==> src/rtl/cot_pkg.sv <==
package cot_pkg;
  typedef enum logic [1:0] {
    END_RAMP   = 2'b00,
    END_ILIM   = 2'b01,
    END_TMAX   = 2'b10,
    END_FORCED = 2'b11
  } endCause_e;

  // control -> datapath
  typedef struct packed {
    logic clearCnt;
    logic advance;
  } dpStrobe_t;

  // datapath -> control
  typedef struct packed {
    logic blankDone;
    logic minDone;
    logic rampHit;
    logic maxHit;
  } dpFlags_t;
endpackage

==> src/rtl/cot_datapath.sv <==
module cot_datapath #(
  parameter int TIME_W     = 12,
  parameter int RAMP_W     = 14,
  parameter int RAMP_STEP  = 5,
  parameter int BLANK_CYC  = 20,
  parameter int MAX_ON_CYC = 3250
) (
  input  logic                 clk,
  input  logic                 rst_n,
  input  cot_pkg::dpStrobe_t   strobe,
  input  logic [RAMP_W-1:0]    demandCode,
  input  logic [TIME_W-1:0]    minOnCode,
  output cot_pkg::dpFlags_t    flags
);
  localparam logic [TIME_W-1:0] BLANK_LIM = TIME_W'(BLANK_CYC);
  localparam logic [TIME_W-1:0] LAST_CYC  = TIME_W'(MAX_ON_CYC - 1);
  localparam logic [RAMP_W:0]   STEP_EXT  = (RAMP_W+1)'(RAMP_STEP);

  logic [TIME_W-1:0] onCnt;
  logic [RAMP_W-1:0] ramp;
  logic [RAMP_W:0]   rampSum;

  assign rampSum = {1'b0, ramp} + STEP_EXT;

  always_ff @(posedge clk or negedge rst_n) begin
    if (!rst_n) begin
      onCnt <= '0;
      ramp  <= '0;
    end else if (strobe.clearCnt) begin
      onCnt <= '0;
      ramp  <= '0;
    end else if (strobe.advance) begin
      if (onCnt != {TIME_W{1'b1}}) onCnt <= onCnt + 1'b1;
      ramp <= rampSum[RAMP_W] ? {RAMP_W{1'b1}} : rampSum[RAMP_W-1:0];
    end
  end

  always_comb begin
    flags.blankDone = (onCnt >= BLANK_LIM);
    flags.minDone   = (onCnt >= minOnCode);
    flags.rampHit   = (ramp >= demandCode);
    flags.maxHit    = (onCnt >= LAST_CYC);
  end

  // while the gate is on, the count never passes the ceiling
  a_r5_count_capped: assert property (@(posedge clk) disable iff (!rst_n)
    strobe.advance |-> (onCnt <= LAST_CYC));

  // the ramp never falls during a pulse
  a_r3_ramp_monotone: assert property (@(posedge clk) disable iff (!rst_n)
    (strobe.advance && !strobe.clearCnt) |=> (ramp >= $past(ramp)));
endmodule

==> src/rtl/cot_ctrl.sv <==
module cot_ctrl (
  input  logic                clk,
  input  logic                rst_n,
  input  logic                startPulse,
  input  logic                forceOff,
  input  logic                curLimit,
  input  cot_pkg::dpFlags_t   flags,
  output cot_pkg::dpStrobe_t  strobe,
  output logic                gateOn,
  output logic                endStrobe,
  output cot_pkg::endCause_e  endReason
);
  import cot_pkg::*;

  logic      endNow;
  logic      startOk;
  endCause_e cause;

  // priority: forced, current limit, ramp, ceiling
  always_comb begin
    endNow = 1'b0;
    cause  = END_RAMP;
    if (forceOff) begin
      endNow = 1'b1;
      cause  = END_FORCED;
    end else if (curLimit && flags.blankDone) begin
      endNow = 1'b1;
      cause  = END_ILIM;
    end else if (flags.rampHit && flags.minDone) begin
      endNow = 1'b1;
      cause  = END_RAMP;
    end else if (flags.maxHit) begin
      endNow = 1'b1;
      cause  = END_TMAX;
    end
  end

  assign startOk         = !gateOn && startPulse && !forceOff;
  assign strobe.clearCnt = startOk;
  assign strobe.advance  = gateOn;

  always_ff @(posedge clk or negedge rst_n) begin
    if (!rst_n) begin
      gateOn    <= 1'b0;
      endStrobe <= 1'b0;
      endReason <= END_RAMP;
    end else begin
      endStrobe <= gateOn && endNow;
      if (startOk) begin
        gateOn <= 1'b1;
      end else if (gateOn && endNow) begin
        gateOn    <= 1'b0;
        endReason <= cause;
      end
    end
  end

  // a rising gate always follows an accepted start
  a_r2_rise_from_start: assert property (@(posedge clk) disable iff (!rst_n)
    $rose(gateOn) |-> ($past(startPulse) && !$past(forceOff)));

  // the end strobe marks the falling gate
  a_r10_strobe_on_fall: assert property (@(posedge clk) disable iff (!rst_n)
    endStrobe |-> $fell(gateOn));

  // disable while on turns the gate off with the forced code
  a_r8_forced_off: assert property (@(posedge clk) disable iff (!rst_n)
    (gateOn && forceOff) |=> (!gateOn && endReason == END_FORCED));

  // a current-limit ending needs the comparator flag
  a_r6_limit_cause: assert property (@(posedge clk) disable iff (!rst_n)
    (endStrobe && endReason == END_ILIM) |-> $past(curLimit));
endmodule

==> src/rtl/cot_gate_timer.sv <==
module cot_gate_timer #(
  parameter int TIME_W     = 12,
  parameter int RAMP_W     = 14,
  parameter int RAMP_STEP  = 5,
  parameter int BLANK_CYC  = 20,
  parameter int MAX_ON_CYC = 3250
) (
  input  logic              clk,
  input  logic              rst_n,
  input  logic              startPulse,
  input  logic              forceOff,
  input  logic              curLimit,
  input  logic [RAMP_W-1:0] demandCode,
  input  logic [TIME_W-1:0] minOnCode,
  output logic              gateOn,
  output logic              endStrobe,
  output logic [1:0]        endReason
);
  cot_pkg::dpStrobe_t strobe;
  cot_pkg::dpFlags_t  flags;
  cot_pkg::endCause_e reasonQ;

  cot_datapath #(
    .TIME_W(TIME_W), .RAMP_W(RAMP_W), .RAMP_STEP(RAMP_STEP),
    .BLANK_CYC(BLANK_CYC), .MAX_ON_CYC(MAX_ON_CYC)
  ) u_dp (
    .clk(clk), .rst_n(rst_n), .strobe(strobe),
    .demandCode(demandCode), .minOnCode(minOnCode), .flags(flags)
  );

  cot_ctrl u_ctrl (
    .clk(clk), .rst_n(rst_n), .startPulse(startPulse), .forceOff(forceOff),
    .curLimit(curLimit), .flags(flags), .strobe(strobe),
    .gateOn(gateOn), .endStrobe(endStrobe), .endReason(reasonQ)
  );

  assign endReason = reasonQ;
endmodule

==> config.mk <==
export PLATFORM = sky130hd
export DESIGN_NAME = cot_gate_timer
export DESIGN_NICKNAME = d
export VERILOG_FILES = /design/src/rtl/cot_pkg.sv /design/src/rtl/cot_datapath.sv /design/src/rtl/cot_ctrl.sv /design/src/rtl/cot_gate_timer.sv
export SDC_FILE = /design/constraint.sdc
export NUM_CORES = 1
export LEC_CHECK = 0
export BUFFER_PORTS_ARGS = -buffer_cell sky130_fd_sc_hd__buf_4
export CORE_ASPECT_RATIO = 1.25
export CORE_UTILIZATION = 52
export DETAILED_ROUTE_END_ITERATION = 12
export PLACE_DENSITY_LB_ADDON = 0.08
export SLEW_MARGIN = 5
export SYNTH_ARGS = -nofsm -noshare
export SYNTH_HDL_FRONTEND = slang
export SYNTH_SLANG_ARGS = --single-unit
==> constraint.sdc <==
create_clock -name clk -period 1.9 [get_ports clk]
set_clock_uncertainty 0.15 [all_clocks]
set_input_delay 0.38 -clock clk [delete_from_list [all_inputs] [get_ports clk]]
set_output_delay 0.38 -clock clk [all_outputs]
set_load 0.05 [all_outputs]
Yosys cells after proc, flatten, opt, wreduce, memory -nomap -nowiden
Cells that the tools add are included.

storage, ports and cells
  bits of input ports = 31
  memories = 0
  RAM bits = 0
  latch bits = 0
  logic and storage cells = 41
  output and inout bits = 4
  ROM bits = 0
  bits in registers = 30

cells by class
  order comparisons = 4
  muxes and demuxes = 16
  divide/modulo/power cells = 0
  $add $sub $neg = 2
  bitwise gates (word level) = 1
  shifts and indexed selects = 0
  equal/unequal tests = 1
  reduce and logical (&&, ||, !) cells = 12
  $mul = 0

operator list
  cell                     count
  $mux W14                 3
  $mux W12                 3
  $add A14 B3 Y15 const B  1
  $ge A14 B14 Y1           1
  $add A12 B1 Y12 const B  1
  $ge A12 B12 Y1           1
  $ge A12 B12 Y1 const B   1
  $ge A12 B5 Y1 const B    1
  $ne A12 B12 Y1 const B   1
  $mux W2                  4
  $mux W1                  6
  $reduce_bool A2 Y1       3
  $logic_and A1 B1 Y1      5
  $reduce_and A2 Y1        2
  $logic_not A1 Y1         2
  $not A1 Y1               1

Longest topological paths before layout
  depth after elaboration = 8
  mapped depth = 8
  gate-level depth less buffers = 8

Modules after synthesis
Synthesis repeated with hierarchy kept, for this count alone.

unflattened totals
  cell total of the unflattened synthesis = 286
  area, all modules = 2433.6 um^2

modules (own cells, without submodules)
  module        times used  cells each  sequential area each (um^2)  area each (um^2)
  cot_datapath  1           265         650.6                        2225.9
  cot_ctrl      1           21          100.1                        207.7

Worst setup path before layout
No wires, ideal clock.

  kind = flip-flop to flip-flop
  start = reg u_dp.onCnt[0]
  end = reg u_ctrl.endReason[0]
  clock period less this slack = 2040 ps
  buffers on the path = 0
  cell stages (with the launch flop) = 8
  data arrival time = 1770 ps
  required time = 1630 ps
  setup slack = -140 ps
  setup time = 120 ps
  cells stage by stage = dfrtp_1 -> inv_1 -> ha_1 -> o211ai_1 -> a2111oi_0 -> o21ai_0 -> a22o_1 -> a31o_2

between the ends
  longest elaborated chain between the ends = 7
  elaborated cells between the ends (all ways) = 14
  those cells by class = 3 x order compare; 7 x mux; 4 x reduce/logical

ends and longest elaborated chain
  item                                                   line                                    RTL
  start, declared                                        cot_datapath.sv:19                      logic [TIME_W-1:0] onCnt;
  start signal, assigned                                 cot_datapath.sv:33                      if (onCnt != {TIME_W{1'b1}}) onCnt <= onCnt + 1'b1;
  $ge A12 B12 Y1, on equally long branches               cot_datapath.sv:42, cot_datapath.sv:40
  $mux W1 / $logic_and A1 B1 Y1 (equally long branches)  cot_ctrl.sv:32, cot_ctrl.sv:29
  $mux W1                                                cot_ctrl.sv:29                          end else if (flags.rampHit && flags.minDone) begin
  $mux W1                                                cot_ctrl.sv:26                          end else if (curLimit && flags.blankDone) begin
  $mux W1                                                cot_ctrl.sv:23                          if (forceOff) begin
  $logic_and A1 B1 Y1                                    cot_ctrl.sv:51                          end else if (gateOn && endNow) begin
  $reduce_and A2 Y1 (no line)                            n/a
  end signal, assigned                                   cot_ctrl.sv:53                          endReason <= cause;
  end, declared                                          cot_ctrl.sv:11                          output cot_pkg::endCause_e endReason

Several ways; a longest one is shown, not always the timed one.
A chain may end at the register's enable or synchronous reset.

Worst setup path after layout
  start = reg u_dp.onCnt[2]
  end = reg u_ctrl.endReason[0]

The elaborated chain is that of the path after synthesis.

==> tab_implementation.tex <==
\begin{tabular}{lr}
\hline
Metric & Value \\
\hline
\multicolumn{2}{l}{\textbf{Global routing}} \\
Maximum number of pins on one net before global-route repair & 31 \\
Initial antenna violation count & 0 \\
Global-route wire length before repair & 8.96 mm \\
Remaining global-route overflow & 0 \\
Number of global-route vias before repair & 2113 \\
Total routing usage reported by global routing & 25.7\% \\
\multicolumn{2}{l}{\textbf{Clocking}} \\
TritonCTS buffer count & 5 \\
Number of sinks driven by the clock tree & 30 \\
Maximum level of the CTS H-tree & 2 \\
Insertion delay to the later sink of the worst-skew pair & 0.29 ns \\
Post-CTS clock slew at the launch and capture registers of the worst setup and hold paths & 0.07 ns \\
CTS Buffer Depth & 2 \\
CTS tree & done \\
Clock Root Buffer & clkbuf\_8 \\
\multicolumn{2}{l}{\textbf{Timing}} \\
Setup Viol. Count Final & 4 \\
Final setup slack of the worst path & -0.102 ns \\
Crit path time final & 2.00 ns \\
Slew HR & 70.9\% \\
Max-slew violations & 0 \\
RSZ-0062 raised after global routing & true \\
Final critical-path share of the clock period & 105\% \\
Slew of the pin with the lowest slew margin & 0.434 ns \\
Fmax & 499 MHz \\
Hold Vio Cnt, Final & 0 \\
\multicolumn{2}{l}{\textbf{Yosys}} \\
Synthesized Nets & 329 \\
Ys async rst share & 100\% \\
Main combinational cell family by area after synthesis & simple AND/OR/NAND/NOR gates \\
Part of the Yosys area used for sequential elements & 32.9\% \\
Synth Warn \# & 0 \\
Number of synthesized register bits & 30 \\
Primary FF master, synth & dfrtp\_1 \\
Number of flops mapped to enable cells by yosys & 0 \\
Area share of fa/ha/maj cells after synthesis & 17.0\% \\
Post-Synth Simple-Gate Area & 20.3\% \\
XOR/XNOR Fraction of Synth Area & 5.38\% \\
Area fraction in compound gates after synthesis & 18.0\% \\
Mux contribution to synthesized area & 0\% \\
Average footprint of a synthesized cell & 8.54 um2 \\
Number of standard cells after synthesis & 267 \\
Count of cell types in the netlist & 41 \\
Netlist area before placement & 0.00228 mm2 \\
\multicolumn{2}{l}{\textbf{Setup path}} \\
CP required & 1.94 ns \\
CP Launch Type & register \\
Top fanout value on the critical path & 4 \\
Worst Reg2Reg Path Length in Cells & 6 \\
Endpoint kind of the worst setup timing path & register \\
Start-to-end type of the worst setup path & reg2reg \\
Endpoint arrival time on the critical path & 2.04 ns \\
\multicolumn{2}{l}{\textbf{Placed design}} \\
Placed instance count & 390 \\
Worst slack at placement & -0.245 ns \\
Post-DP HPWL & 4.20 mm \\
Placer Congestion & 0.873 \\
Placed Area & 0.00287 mm2 \\
I/O Buffers & 34 \\
\multicolumn{2}{l}{\textbf{Status}} \\
Outcome & complete, but fails checks \\
Violations in the final reports & setup timing \\
\multicolumn{2}{l}{\textbf{Pwr}} \\
Worst-case vdd ir drop & 519 uV \\
Total leakage power & 1.55 nW \\
Power density of the placed cells & 799 mW/mm2 \\
Overall power of the completed layout & 2.49 mW \\
\multicolumn{2}{l}{\textbf{Cells and area}} \\
Commonest cells after routing, fill and taps aside & buf\_4, inv\_1, dfrtp\_1, ha\_1, nor2\_1 \\
Total inserted antenna cells & 0 \\
Final non-filler cell total & 401 \\
Leading cell type in the layout, fill and taps excluded & buf\_4 \\
Fillcell total & 317 \\
Fraction of final layout cells with drive strength greater than 1 & 31.0\% \\
Synthesis-to-finish area growth & 36.8\% \\
Post-route cell area & 0.00312 mm2 \\
Post-layout nets & 406 \\
\multicolumn{2}{l}{\textbf{Routing}} \\
Per-cell via count in the routed design & 5.56 \\
DRT Pass-1 Iters & 4 \\
Via total after detailed routing & 2228 \\
Post-route DRC violation count & 0 \\
Remaining antenna violation count after routing & 0 \\
Drt initial violations & 132 \\
Routed length per placed instance & 13.9 um \\
WL final & 5.59 mm \\
\multicolumn{2}{l}{\textbf{Floorplan}} \\
Number of core rows & 26 \\
Horizontal die dimension & 61.2 um \\
Area of the core & 0.00413 mm2 \\
Starting Density & 55.2\% \\
Die H & 76.0 um \\
Die ar. & 0.00466 mm2 \\
I/O pins & 35 \\
\multicolumn{2}{l}{\textbf{Worst hold path}} \\
Hold path cells & 3 \\
Worst min path class & in2reg \\
\multicolumn{2}{l}{\textbf{Flow run}} \\
Number of max-capacitance violations reported & 0 \\
\hline
\end{tabular}
## kinds of logic (layout without fill, tap and decap cells)
kind of cell | after synthesis | in the layout
flip-flops | 30 | 30
adder cells (fa/ha/maj) | 31 | 31
AO/OA/AOI/OAI | 61 | 61
XOR/XNOR | 14 | 14
buffers and inverters | 38 | 116
AND/OR/NAND/NOR | 93 | 93
## Yosys cell counts (all sizes together) (8+ instances only)
master | count | area share (%)
ha | 31 | 17
o211ai | 11 | 3.6
nand4 | 8 | 2.7
inv | 32 | 5.3
nand2 | 25 | 4.3
a21oi | 17 | 3.7
nor2 | 25 | 4.1
dfrtp | 30 | 33
nand3 | 16 | 3.7
o21ai | 13 | 2.9
xnor2 | 10 | 3.8
## power breakdown
part           total, mW  leakage (nW)  switching, mW  internal (mW)
registers          0.816         0.399         0.0805          0.735
logic               1.03          1.10          0.535          0.495
clock network      0.648        0.0579          0.262          0.386
## final cells by class
type	instances	area (um2)	area share, %
clock buffer	5	68.8	2.21
sequential	30	751	24.1
clock inverter	3	40.0	1.28
inverter	32	120	3.85
tap	56	70.1	2.25
multi-input combinational	199	1490	47.9
timing repair buffer	76	577	18.5
## path summary, 6_finish.rpt
kind                                startpoint             endpoint  slack (ns)
setup / recovery                 u_dp.onCnt[2]  u_ctrl.endReason[0]       -0.10
hold / removal                        forceOff  u_ctrl.endReason[1]        0.30
setup reg to reg                 u_dp.onCnt[2]  u_ctrl.endReason[0]       -0.10
hold reg to reg            u_ctrl.endReason[0]  u_ctrl.endReason[0]        0.40
max in group asynchronous                rst_n        u_dp.ramp[10]        0.90
min in group asynchronous                rst_n        u_dp.onCnt[9]        0.41
## sequential cells by signal, summed over array words and instances (netlist names)
| register | flops |
|---|---|
| u_ctrl.endStrobe | 1 |
| u_dp.ramp | 14 |
| u_dp.onCnt | 12 |
| u_ctrl.gateOn | 1 |
| u_ctrl.endReason | 2 |
## repair_timing
action | 4_1_cts | 5_1_grt
resized for setup | 13 | 9
endpoints found under the setup margin | 14 | 19
hold buffers | 1 | 0
buffers inserted | 0 | 2
hold endpoints to repair | 30 | 0
pin swaps | 8 | 2
## routing by layer
metal / vias up / track usage [%] / wire, um
met1: 1056 / 28.5 / 2240
met3: 14 / 4.41 / 193
met2: 57 / 46.1 / 3000
met5: - / 0 / 0
met4: 0 / 10.0 / 151
li1: 1101 / - / -
## critical path, cell delays in order (launching register included)
cell	delay, ns
dfrtp_1	0.41
ha_4	0.29
a211oi_2	0.06
a2111oi_2	0.34
o21ai_1	0.13
a22o_1	0.27
a31o_2	0.24
## through the flow
step	setup TNS, ns	utilization (%)	hold slack (ns)
finish	-0.268	75.5	0.303
global route	-1.24	75.5	0.325
CTS	-0.355	74.3	0.294
detailed placement	-1.31	69.5	0.188
global placement	-0.827	69.5	0.181
floorplan	-0.215	-	-0.0656
Power figures use the tool's default switching activity.
